$ cat src/rtl/aperture_router.sv
module aperture_router #(
  parameter int          AW          = 32,
  parameter int          DW          = 32,
  parameter logic [31:0] MMIO_SPAN   = 32'h0020_0000,
  parameter logic [31:0] MMIO_RESET  = 32'h1BE0_0000,
  parameter logic [31:0] EMPTY_BOUND = 32'h0000_1000,
  parameter logic [31:0] FILL        = 32'hDEAD_BEEF
) (
  input  logic          clk,
  input  logic          rst_n,
  input  logic          cfg_we,
  input  logic [3:0]    cfg_idx,
  input  logic [AW-1:0] cfg_wdata,
  input  logic          req_valid,
  input  logic          req_cpu,
  input  logic          req_we,
  input  logic [AW-1:0] req_addr,
  input  logic [DW-1:0] req_wdata,
  output logic [2:0]    out_tgt,
  output logic [4:0]    out_win,
  output logic [AW-1:0] out_addr,
  output logic          out_we,
  output logic [DW-1:0] out_wdata,
  output logic          rsp_valid,
  output logic [DW-1:0] rsp_rdata
);
  localparam int NWIN = 5;          // DRAM, PCI1, PCI2, XIO, CPU general
  localparam int GEN  = NWIN - 1;
  localparam logic [AW:0] TOP = {1'b1, {AW{1'b0}}};

  logic [AW-1:0] mmio_base;
  logic [NWIN-1:0] hit;
  logic [AW:0] a_ext;
  logic mmio_hit, ext_ok;
  logic [4:0] win_nx;

  assign a_ext = {1'b0, req_addr};

  always_ff @(posedge clk) begin
    if (!rst_n) mmio_base <= MMIO_RESET[AW-1:0];
    else if (cfg_we && cfg_idx == 4'd0) mmio_base <= cfg_wdata;
  end

  assign mmio_hit = (a_ext >= {1'b0, mmio_base}) &&
                    (a_ext < ({1'b0, mmio_base} + {1'b0, MMIO_SPAN[AW-1:0]}));

  for (genvar k = 0; k < NWIN; k++) begin : g_win
    localparam logic [3:0] LO_IDX = 4'(1 + 2*k);
    localparam logic [3:0] HI_IDX = 4'(2 + 2*k);
    logic [AW-1:0] lo, hi;
    logic [AW:0] hi_eff;

    always_ff @(posedge clk) begin
      if (!rst_n) begin
        lo <= EMPTY_BOUND[AW-1:0];
        hi <= EMPTY_BOUND[AW-1:0];
      end else if (cfg_we) begin
        if (cfg_idx == LO_IDX) lo <= cfg_wdata;
        if (cfg_idx == HI_IDX) hi <= cfg_wdata;
      end
    end

    assign hi_eff = (hi == '0) ? TOP : {1'b0, hi};
    assign hit[k] = (a_ext >= {1'b0, lo}) && (a_ext < hi_eff);
  end

  assign ext_ok = !req_cpu || hit[GEN];

  always_comb begin
    win_nx = '0;
    if (mmio_hit)             win_nx[0] = 1'b1;
    else if (hit[0])          win_nx[1] = 1'b1;
    else if (hit[1] && ext_ok) win_nx[2] = 1'b1;
    else if (hit[2] && ext_ok) win_nx[3] = 1'b1;
    else if (hit[3] && ext_ok) win_nx[4] = 1'b1;
  end

  always_ff @(posedge clk) begin
    if (!rst_n) begin
      out_win   <= '0;
      out_addr  <= '0;
      out_we    <= 1'b0;
      out_wdata <= '0;
      rsp_valid <= 1'b0;
      rsp_rdata <= '0;
    end else begin
      out_win   <= req_valid ? win_nx : '0;
      rsp_valid <= req_valid && (win_nx == '0);
      rsp_rdata <= (req_valid && win_nx == '0 && !req_we) ? FILL[DW-1:0] : '0;
      if (req_valid) begin
        out_addr  <= req_addr;
        out_we    <= req_we;
        out_wdata <= req_wdata;
      end
    end
  end

  assign out_tgt = {|out_win[4:2], out_win[1], out_win[0]};
endmodule

$ cat config.mk
export PLATFORM = sky130hd
export DESIGN_NAME = aperture_router
export DESIGN_NICKNAME = d
export VERILOG_FILES = /design/src/rtl/aperture_router.sv
export SDC_FILE = /design/constraint.sdc
export NUM_CORES = 1
export LEC_CHECK = 0
export ABC_CLOCK_PERIOD_IN_PS = 2600
export CORE_ASPECT_RATIO = 0.5
export CORE_MARGIN = 8
export CORE_UTILIZATION = 50
export DETAILED_ROUTE_END_ITERATION = 12
export PLACE_DENSITY = 0.81
export SYNTH_ARGS = -nofsm -noshare
export SYNTH_HDL_FRONTEND = slang
export SYNTH_SLANG_ARGS = --single-unit
$ cat constraint.sdc
create_clock -name clk -period 2.6 [get_ports clk]
set_input_delay 0.52 -clock clk [delete_from_list [all_inputs] [get_ports clk]]
set_output_delay 0.52 -clock clk [all_outputs]
set_load 0.005 [all_outputs]
# Word-level counts from Yosys, hierarchy flattened
# Index checks and enable logic that the tools add are counted.
# totals
ff_bits	455
latch_bits	0
ram_bits	0
rom_bits	0
inputBits	106
output_inout_bits	106
elab_cells	89
memories	0
# op_classes
addsub	1
multipliers	0
div	0
order_cmp	12
eq_ne	10
shifts	0
mux	15
bitwise_logic	0
n_reduce_logical	34
# ops
cell	count
$lt A32 B33 Y1	6
$ge A32 B32 Y1	6
$mux W33	5
$logic_not A32 Y1	5
$add A32 B22 Y33 const B	1
$mux W32	1
$reduce_and A2 Y1	11
$eq A4 B3 Y1 const B	4
$eq A4 B4 Y1 const B	3
$logic_and A1 B1 Y1	12
$eq A4 B2 Y1 const B	2
$mux W1	6
$logic_not A5 Y1	1
$eq A4 B1 Y1 const B	1
$logic_not A4 Y1	1
$mux W4	1
$mux W3	1
$reduce_or A3 Y1	1
$logic_not A1 Y1	2
$mux W2	1
$logic_or A1 B1 Y1	1

# Longest topological paths before layout
# Gate-level depths: netlist of the first run.
# depth
ltp_word	15
depth_mapped	15
mapped_depth_nobuf	15

# Worst setup path after synthesis of the first run
# Ideal clock, no wire load.
# synth_path
path_kind	register to register
startpoint	reg mmio_base[23]
endpoint	reg rsp_rdata[30]
setup_ns	0.088
t_arrival_ns	2.437
t_required_ns	2.512
path_slack_ns	0.075
stages_incl_launch_ff	15
path_buffers	0
synth_period_minus_slack_ns	2.525
path_cell_list	dfxtp_1 > inv_1 > nor3_1 > nand2_1 > nor2_1 > nand2_1 > xnor2_1 > ha_1 > o21ai_0 > o21ai_0 > a31oi_1 > and4_1 > o22ai_4 > nand4_4 > nor4_2
# synth_between
elab_chain_cells	8
elab_cells_between_ends	10
classes_between	add/sub: 1; order compare: 2; mux: 3; reduce/logical: 4
# synth_lines
element	line_no	source
from (decl)	31	logic [AW-1:0] mmio_base;
from (signal assigned)	40	if (!rst_n) mmio_base <= MMIO_RESET[AW-1:0];
from (signal assigned)	41	else if (cfg_we && cfg_idx == 4'd0) mmio_base <= cfg_wdata;
$add A32 B22 Y33	45	(a_ext < ({1'b0, mmio_base} + {1'b0, MMIO_SPAN[AW-1:0]}));
$lt A32 B33 Y1	45	
$logic_and A1 B1 Y1 *	44	assign mmio_hit = (a_ext >= {1'b0, mmio_base}) &&
$mux W1 / $mux W4 (equally long branches)	71	if (mmio_hit) win_nx[0] = 1'b1;
$logic_not A5 Y1 *	89	rsp_rdata <= (req_valid && win_nx == '0 && !req_we) ? FILL[DW-1:0] : '0;
$logic_and A1 B1 Y1 * (2 in series)	89	
$mux W32 *	89	
to (signal assigned)	89	
to (decl)	25	output logic [DW-1:0] rsp_rdata
# Mark *: on every way between the ends. The rest lies on a longest branch, timed or not.
# A chain may end at the register's enable or synchronous reset.

# Worst setup path in the final report of the first run
# layout_path
startpoint	in req_addr[14]
endpoint	reg rsp_valid
# layout_between
elab_chain_cells	11
elab_cells_between_ends	33
classes_between	order compare: 12; mux: 9; reduce/logical: 12
# layout_lines
element	line_no	source
from (decl)	17	input logic [AW-1:0] req_addr,
$lt A32 B33 Y1 / $ge A32 B32 Y1 (equally long branches)	64	assign hit[k] = (a_ext >= {1'b0, lo}) && (a_ext < hi_eff);
$logic_and A1 B1 Y1	64	
$logic_or A1 B1 Y1	67	assign ext_ok = !req_cpu || hit[GEN];
$logic_and A1 B1 Y1	75	else if (hit[3] && ext_ok) win_nx[4] = 1'b1;
$mux W1	75	
$mux W1	74	else if (hit[2] && ext_ok) win_nx[3] = 1'b1;
$mux W2	73	else if (hit[1] && ext_ok) win_nx[2] = 1'b1;
$mux W3	72	else if (hit[0]) win_nx[1] = 1'b1;
$mux W4	71	
$logic_not A5 Y1 *	88	rsp_valid <= req_valid && (win_nx == '0);
$logic_and A1 B1 Y1 *	88	
to (signal assigned)	88	
to (decl)	24	output logic rsp_valid,
# Marks and branches as above.

==> results.md, run 1 <==
* Finished Layout Cells at 4242
* Ports at 212
* Pwr Density at 504 nW/um^2
* Area grow syn2layout at 26.1%
* Core area at 50300 um^2
* Critical path arrival at 3.25 ns
* Worst Skew at 0.0218 ns
* Sequential area share after synthesis at roughly a third
* Worst Setup Start Kind: primary input
* Clock transition at the registers of the reported paths at around 0.060 ns
* Fraction of registers with async set or reset after synthesis at 0%
* IO Port Bufs at 203
* Syn Inst Count at 3171
* CTS tree: done
* Chip height at 176 um
* Critical path fanouts, max at 5
* Hold crit path type: in -> reg
* Post-synth EDFFs at 0
* Worst-Skew Late Latency at 0.57 ns
* Period utilization at 108%
* Post-synthesis mux area share at under 10%
* Post-synth top area share at 33.3%
* Yosys warnings at 0
* Synthesized cell area at 25500 um^2
* Status: finished, violations left
* Synth cell count leaders: nand2_1, dfxtp_1, ha_1
* Compound-Gate Fraction of Synth Area at 18.6%
* Synth unique cells at 72
* Actual slew at the worst max-slew pin at 0.909 ns
* WP data required at slightly above 3 ns
* Max cap viols at 0
* Area leader, netlist: dfxtp_1
* Die area at 58900 um^2
* Cts bufs inserted at 42
* All-Layer GR Usage at between 20% and 30%
* Leak at 12.2 nW
* Hpwl dp at 60.4 mm
* Adder-Cell Fraction of Synth Area at 17.6%
* Site row count at 58
* Max-slew violations at 0
* Clock Tree Buf Depth at 3
* Peak supply drop at between 0.4 and 0.5 mV
* Worst setup startpoint: req_addr[14]
* Tot Pwr at 16.2 mW
* Wire length per cell at 20.4 um
* CTS Hold Buffers Added at 0
* Grt ovf at 0
* Layout Nets at approximately 4k
* Final Hold Viols at 0
* FMAX at around 0.36 GHz
* Setup WS pre-CTS at -0.968 ns
* Final hold slack at 0.438 ns
* Failing checks: setup timing
* Largest family of logic cells by synthesized area: simple AND/OR/NAND/NOR gates
* Mapped Avg Cell Area at 8.03 um^2
* Critical path capture point: rsp_valid
* Initial antenna violation count at 4
* Crit Path Category: in -> reg
* Count of final setup violators at 6
* Int Pwr at 11.9 mW
* Relative slew slack at about two fifths
* Worst reg2reg startpoint: mmio_base[23]
* Predominant post-synthesis flop cell: dfxtp_1
* Worst Setup Slack, final at -0.201 ns
* Routed vias at 24.4k
* Final ANT Viol Nets at 0
* H-tree depth at 2
* DR DRC count at 0
* Iteration-0 DRC Markers at 2329
* DRT Pass-1 Iters at 5
* Net Sw Power at approximately 4.3 mW
* Dominant cell by count in the synthesized netlist: nand2_1
* GP Congestion at around 0.96
* Net Sw Frac at 26.3%
* Clock Power Share at 42.1%
* Sink Count at 424
* Largest net degree at the start of global routing at 101
* #FFs+latches synth at 424
* First-pass GRT wire length at 133 mm
* Tmin final at around 2.8 ns
* Layout cells sized above 1 at 12.0%
* RR Endpoint: rsp_valid
* Area contributors post-synth: dfxtp_1, ha_1, nand2_1
* R2R Setup Slk at -0.19 ns
* CP endpoint kind: flop
* DIE WIDTH at 335 um
* Vias in the first global route at 24.1k
* Post-Synth XOR/XNOR Area at 0.309%
* Placed insts at 4144
* Final setup TNS at -0.889 ns
* Unrepaired setup endpoints after global routing: true
* Synth Area in Simple Gates at 19.1%
* Vias per cell at ~5.7
* Starting Density at 50.7%
* Worst Reg-to-Reg Cells at 14
* Combinational share of power at 16.4%
* CTS root buf: clkbuf_16
* Reg power frac at between 40 and 50%
* Final WL at 86.6 mm
[state kept, by name (all words and copies together), names as in the netlist]
signal,flops
out_win,5
g_win.hi,160
rsp_rdata,1
out_wdata,32
out_addr,32
g_win.lo,160
mmio_base,32
rsp_valid,1
out_we,1
[per-layer routing]
layer	wire, um	part of all wire (%)	vias up	global-route usage (%)
met3	9450	11	387	6.52
met1	32900	38	11431	34.3
met5	0	0	-	0
met2	38800	45	1212	46.4
met4	5460	6.3	0	16.0
li1	-	-	11347	-
[placed cells by master, fill, tap and decap left out, types with 12 or more instances in the layout]
| master | instances |
|---|---|
| ha_1 | 354 |
| clkdlybuf4s50_1 | 181 |
| o21ai_1 | 12 |
| nand4_1 | 52 |
| a21boi_0 | 338 |
| nand3_1 | 35 |
| clkbuf_16 | 42 |
| buf_12 | 42 |
| nand2_1 | 754 |
| dfxtp_1 | 421 |
| o21ai_0 | 54 |
| nand2b_1 | 12 |
| buf_4 | 234 |
| nor2b_1 | 74 |
| inv_1 | 345 |
| a21o_1 | 38 |
| a21oi_1 | 107 |
| mux2i_1 | 65 |
| o211ai_1 | 29 |
| a211oi_1 | 18 |
| nor2_1 | 48 |
| nor4_1 | 48 |
| dlygate4sd2_1 | 19 |
[cells by family after synthesis]
group,Yosys count
buffers and inverters,538
AND/OR/NAND/NOR,1099
flip-flops,424
XOR/XNOR,9
AO/OA/AOI/OAI,676
other,1
adder cells (fa/ha/maj),359
multiplexers,65
[timing repair]
action,4_1_cts,5_1_grt
pin swaps,35,14
setup buffers,14,2
endpoints found under the setup margin,7,7
resized for setup,82,19
cloned,3,0
[power groups by stage]
stage | Combinational [mW] | Clock [mW] | Sequential, mW
3_5_place_dp | 2.47 | 0 | 6.86
3_3_place_gp | 2.39 | 0 | 6.85
6_report | 2.66 | 6.83 | 6.71
2_1_floorplan | 1.19 | 0 | 6.85
5_1_grt | 2.85 | 7.15 | 6.73
4_1_cts | 2.58 | 6.87 | 6.71
[worst max-delay path, stage by stage]
cell	delay (ns)
clkdlybuf4s50_1	0.44
buf_12	0.17
buf_4	0.16
ha_1	0.33
nand3_1	0.10
a21boi_0	0.11
a2111oi_0	0.40
o31ai_1	0.22
a211oi_2	0.33
o21ai_4	0.12
nand4_4	0.18
buf_4	0.15
nor3_2	0.03
[worst min path at each step]
stage	from	end	cells past startpoint
after floorplan	mmio_base[16]	mmio_base[16]	2
after global placement	mmio_base[9]	mmio_base[9]	2
after detailed placement	g_win[0].lo[28]	g_win[0].lo[28]	2
after CTS	rst_n	g_win[4].lo[12]	2
after global routing	rst_n	g_win[3].lo[25]	2
final	rst_n	g_win[4].lo[12]	2
[final cells by class]
type	count	area, um^2
inverters	348	1310
multi-input cells	2216	15200
clock buffers	60	1220
flip-flops and latches	424	8490
well taps	690	863
repair buffers	485	4750
diodes	2	5.00
clock inverters	17	304
fillers	3861	18200
[metrics by stage]
stage               utilization (%)  instance area (um^2)
finish                         63.9                 32100
global route                   63.9                 32100
CTS                            63.7                 32000
detailed placement             59.7                 30000
global placement               59.7                 30000
floorplan                         -                 25500
No activity file was read; power rests on OpenSTA's default activity.
==> inputs of run 2 (changes only) <==
--- a/config.mk
+++ b/config.mk
@@ -5,12 +5,12 @@
 export SDC_FILE = /design/constraint.sdc
 export NUM_CORES = 1
 export LEC_CHECK = 0
-export ABC_CLOCK_PERIOD_IN_PS = 2600
+export ABC_CLOCK_PERIOD_IN_PS = 2700
 export CORE_ASPECT_RATIO = 0.5
 export CORE_MARGIN = 8
 export CORE_UTILIZATION = 50
 export DETAILED_ROUTE_END_ITERATION = 12
-export PLACE_DENSITY = 0.81
+export PLACE_DENSITY = 0.78
 export SYNTH_ARGS = -nofsm -noshare
 export SYNTH_HDL_FRONTEND = slang
 export SYNTH_SLANG_ARGS = --single-unit
==> constraint.sdc (replaced) <==
create_clock -name clk -period 2.7 [get_ports clk]
set_input_delay 0.54 -clock clk [delete_from_list [all_inputs] [get_ports clk]]
set_output_delay 0.54 -clock clk [all_outputs]
set_load 0.005 [all_outputs]
==> run 2 against run 1 <==
  * Clock power down 11%
  * The run still ends with setup timing left
  * Hold slack lost 0.030 ns
  * Non-clock buffer count is 10 lower
  * Final area fell by 0.80%
  * First-iteration DRC count up 5.4%
  * Largest power group is now sequential cells
  * Largest cell class unchanged
  * Power fell by 6.9%
==> results.md, run 2 (synthesis gave the netlist of run 1 again) <==
* Layout cells sized above 1 at 12.4% (+0.36 points)
* Sink Count at 424 (unchanged)
* Wire length per cell at 20.7 um (+1.5%)
* Placed insts at 4138 (-0.14%)
* Worst path slowest cell: clkdlybuf4s50_1
* Core area at 50300 um^2 (unchanged)
* DR DRC count at 0 (unchanged)
* DP Area at 29800 um^2 (-0.73%)
* Starting Density at 50.7% (unchanged)
* Period utilization at 105%
* FMAX at about 0.35 GHz
* Worst-Skew Late Latency at 0.57 ns (about the same)
* Max-slew violations at 0 (unchanged)
* Site row count at 58 (unchanged)
* CP endpoint kind: flop
* Fin area at 31900 um^2 (-0.80%)
* Chip height at 176 um (unchanged)
* Vias in the first global route at 23.3k (-3.6%)
* Crit Path Category: in -> reg
* CP dominant cell by count: buf_4
* Worst setup startpoint: req_addr[14]
* Area grow syn2layout at 25.1%
* Largest net degree at the start of global routing at 96 (-5.0%)
* Grt ovf at 0 (unchanged)
* Cts bufs inserted at 42 (unchanged)
* Die area at 58900 um^2 (unchanged)
* Hpwl dp at 63.1 mm (+4.6%)
* Critical-path cell list: clkdlybuf4s50_1 > buf_6 > buf_4 > ha_1 > nor2b_1 > o21ai_0 > buf_4 > nand3_1 > o211ai_1 > a211oi_2 > buf_4 > o21ba_2 > nor4_2
* N_diodes at 0 (-2)
* Commonest cells after routing, fill and taps aside: nand2_1, dfxtp_1, ha_1
* Layout Nets at 3972 (-0.25%)
* Leak at 12.0 nW (-1.2%)
* Final Hold Viols at 0 (unchanged)
* Worst Skew at 0.0182 ns (-0.00360 ns)
* Regs by FF count: g_win.hi (160), g_win.lo (160)
* Pwr Density at 474 nW/um^2 (-6.1%)
* Worst reg2reg startpoint: mmio_base[24]
* Hold path start: rst_n
* Relative slew slack at 49.7% (+11 points)
* First-pass GRT wire length at 133 mm (-0.37%)
* Clock Tree Buf Depth at 3 (unchanged)
* WP data required at 3.17 ns (+0.12 ns)
* FILL cells at 4052 (+4.9%)
* DIE WIDTH at 335 um (unchanged)
* Failing checks: setup timing
* Clock transition at the registers of the reported paths at 0.06 ns (about the same)
* Commonest non-fill, non-tap cell in the layout: nand2_1
* Unrepaired setup endpoints after global routing: true
* Worst Setup Start Kind: primary input
* Final ANT Viol Nets at 0 (unchanged)
* Finished Layout Cells at 4227 (-0.35%)
* Hold crit path type: in -> reg
* Peak supply drop at 0.417 mV (-0.71%)
* Iteration-0 DRC Markers at 2455 (+5.4%)
* All-Layer GR Usage at 28.4% (+0.090 points)
* Largest stage delay, worst path at 0.48 ns (+0.04 ns)
* Ports at 212 (unchanged)
* Initial antenna violation count at 2 (-2)
* GP Congestion at 0.975 (+2.0%)
* CTS root buf: clkbuf_16
* Tmin final at 2.84 ns
* CTS tree: done
* Actual slew at the worst max-slew pin at 0.752 ns (-0.157 ns)
* Routed vias at 24.1k (-1.1%)
* Tot Pwr at 15.1 mW (-6.9%)
* Status: finished, violations left
* IO Port Bufs at 203 (unchanged)
* Final WL at 87.5 mm (+1.1%)
* Max cap viols at 0 (unchanged)
* DRT Pass-1 Iters at 8 (+3)
* Critical path fanouts, max at 6 (+1)
* Count of final setup violators at 6 (unchanged)
* Critical path arrival at 3.31 ns (+0.06 ns)
* Vias per cell at 5.70 (-0.76%)
* Worst Setup Slack, final at -0.140 ns (+0.0616 ns)
* Setup WS pre-CTS at -0.928 ns (+0.0397 ns)
* Finished Core Util at 63.4% (-0.51 points)
* H-tree depth at 2 (unchanged)
[run 2: layout make-up]
type	instances	area, um^2	area share (%)
multi-input combinational	2216	15400	48.2
clock buffer	62	1250	3.91
clock inverter	12	141	0.444
inverter	348	1310	4.10
tap	690	863	2.71
timing repair buffer	475	4460	14.0
sequential	424	8490	26.7
[run 2: worst paths after layout]
path / end / slack (ns) / cells after the start
hold reg to reg: g_win[4].lo[27] / 0.46 / 2
hold / removal: g_win[1].lo[25] / 0.41 / 2
setup / recovery: rsp_rdata[30] / -0.14 / 13
setup reg to reg: rsp_rdata[30] / -0.11 / 15
[run 2: routing by layer]
| layer | share of wire (%) | GRT usage, % | wire length (um) |
|---|---|---|---|
| met1 | 41 | 36.9 | 35700 |
| met2 | 44 | 45.3 | 38600 |
| met3 | 10 | 6.48 | 9120 |
| met4 | 4.6 | 12.2 | 4020 |
| met5 | 0.010 | 0 | 9 |
[run 2: critical path, delay by kind of cell]
kind                     cells  cell delay (ns)
AO/OA/AOI/OAI                4             0.90
adder cells (fa/ha/maj)      1             0.24
buffers and inverters        5             1.15
AND/OR/NAND/NOR              3             0.47
[run 2: power breakdown]
part	leakage [nW]	switching (mW)	internal, mW
clock network	0.687	2.60	3.48
logic	7.90	1.38	1.17
registers	3.43	0.0826	6.38
total	12.0	4.06	11.0
[run 2: per-stage QoR]
stage                     setup TNS [ns]  hold WS [ns]
after detailed placement           -5.70         0.457
after floorplan                        0         0.443
after global routing               -1.28         0.452
final                             -0.499         0.409
after CTS                         -0.161         0.402
after global placement             -5.59         0.449
[run 2: what timing repair did]
item / in CTS / in global routing
hold buffers: 0 / 0
setup buffers: 11 / 4
setup endpoints to repair: 7 / 7
pin swaps: 35 / 30
resized for setup: 95 / 54
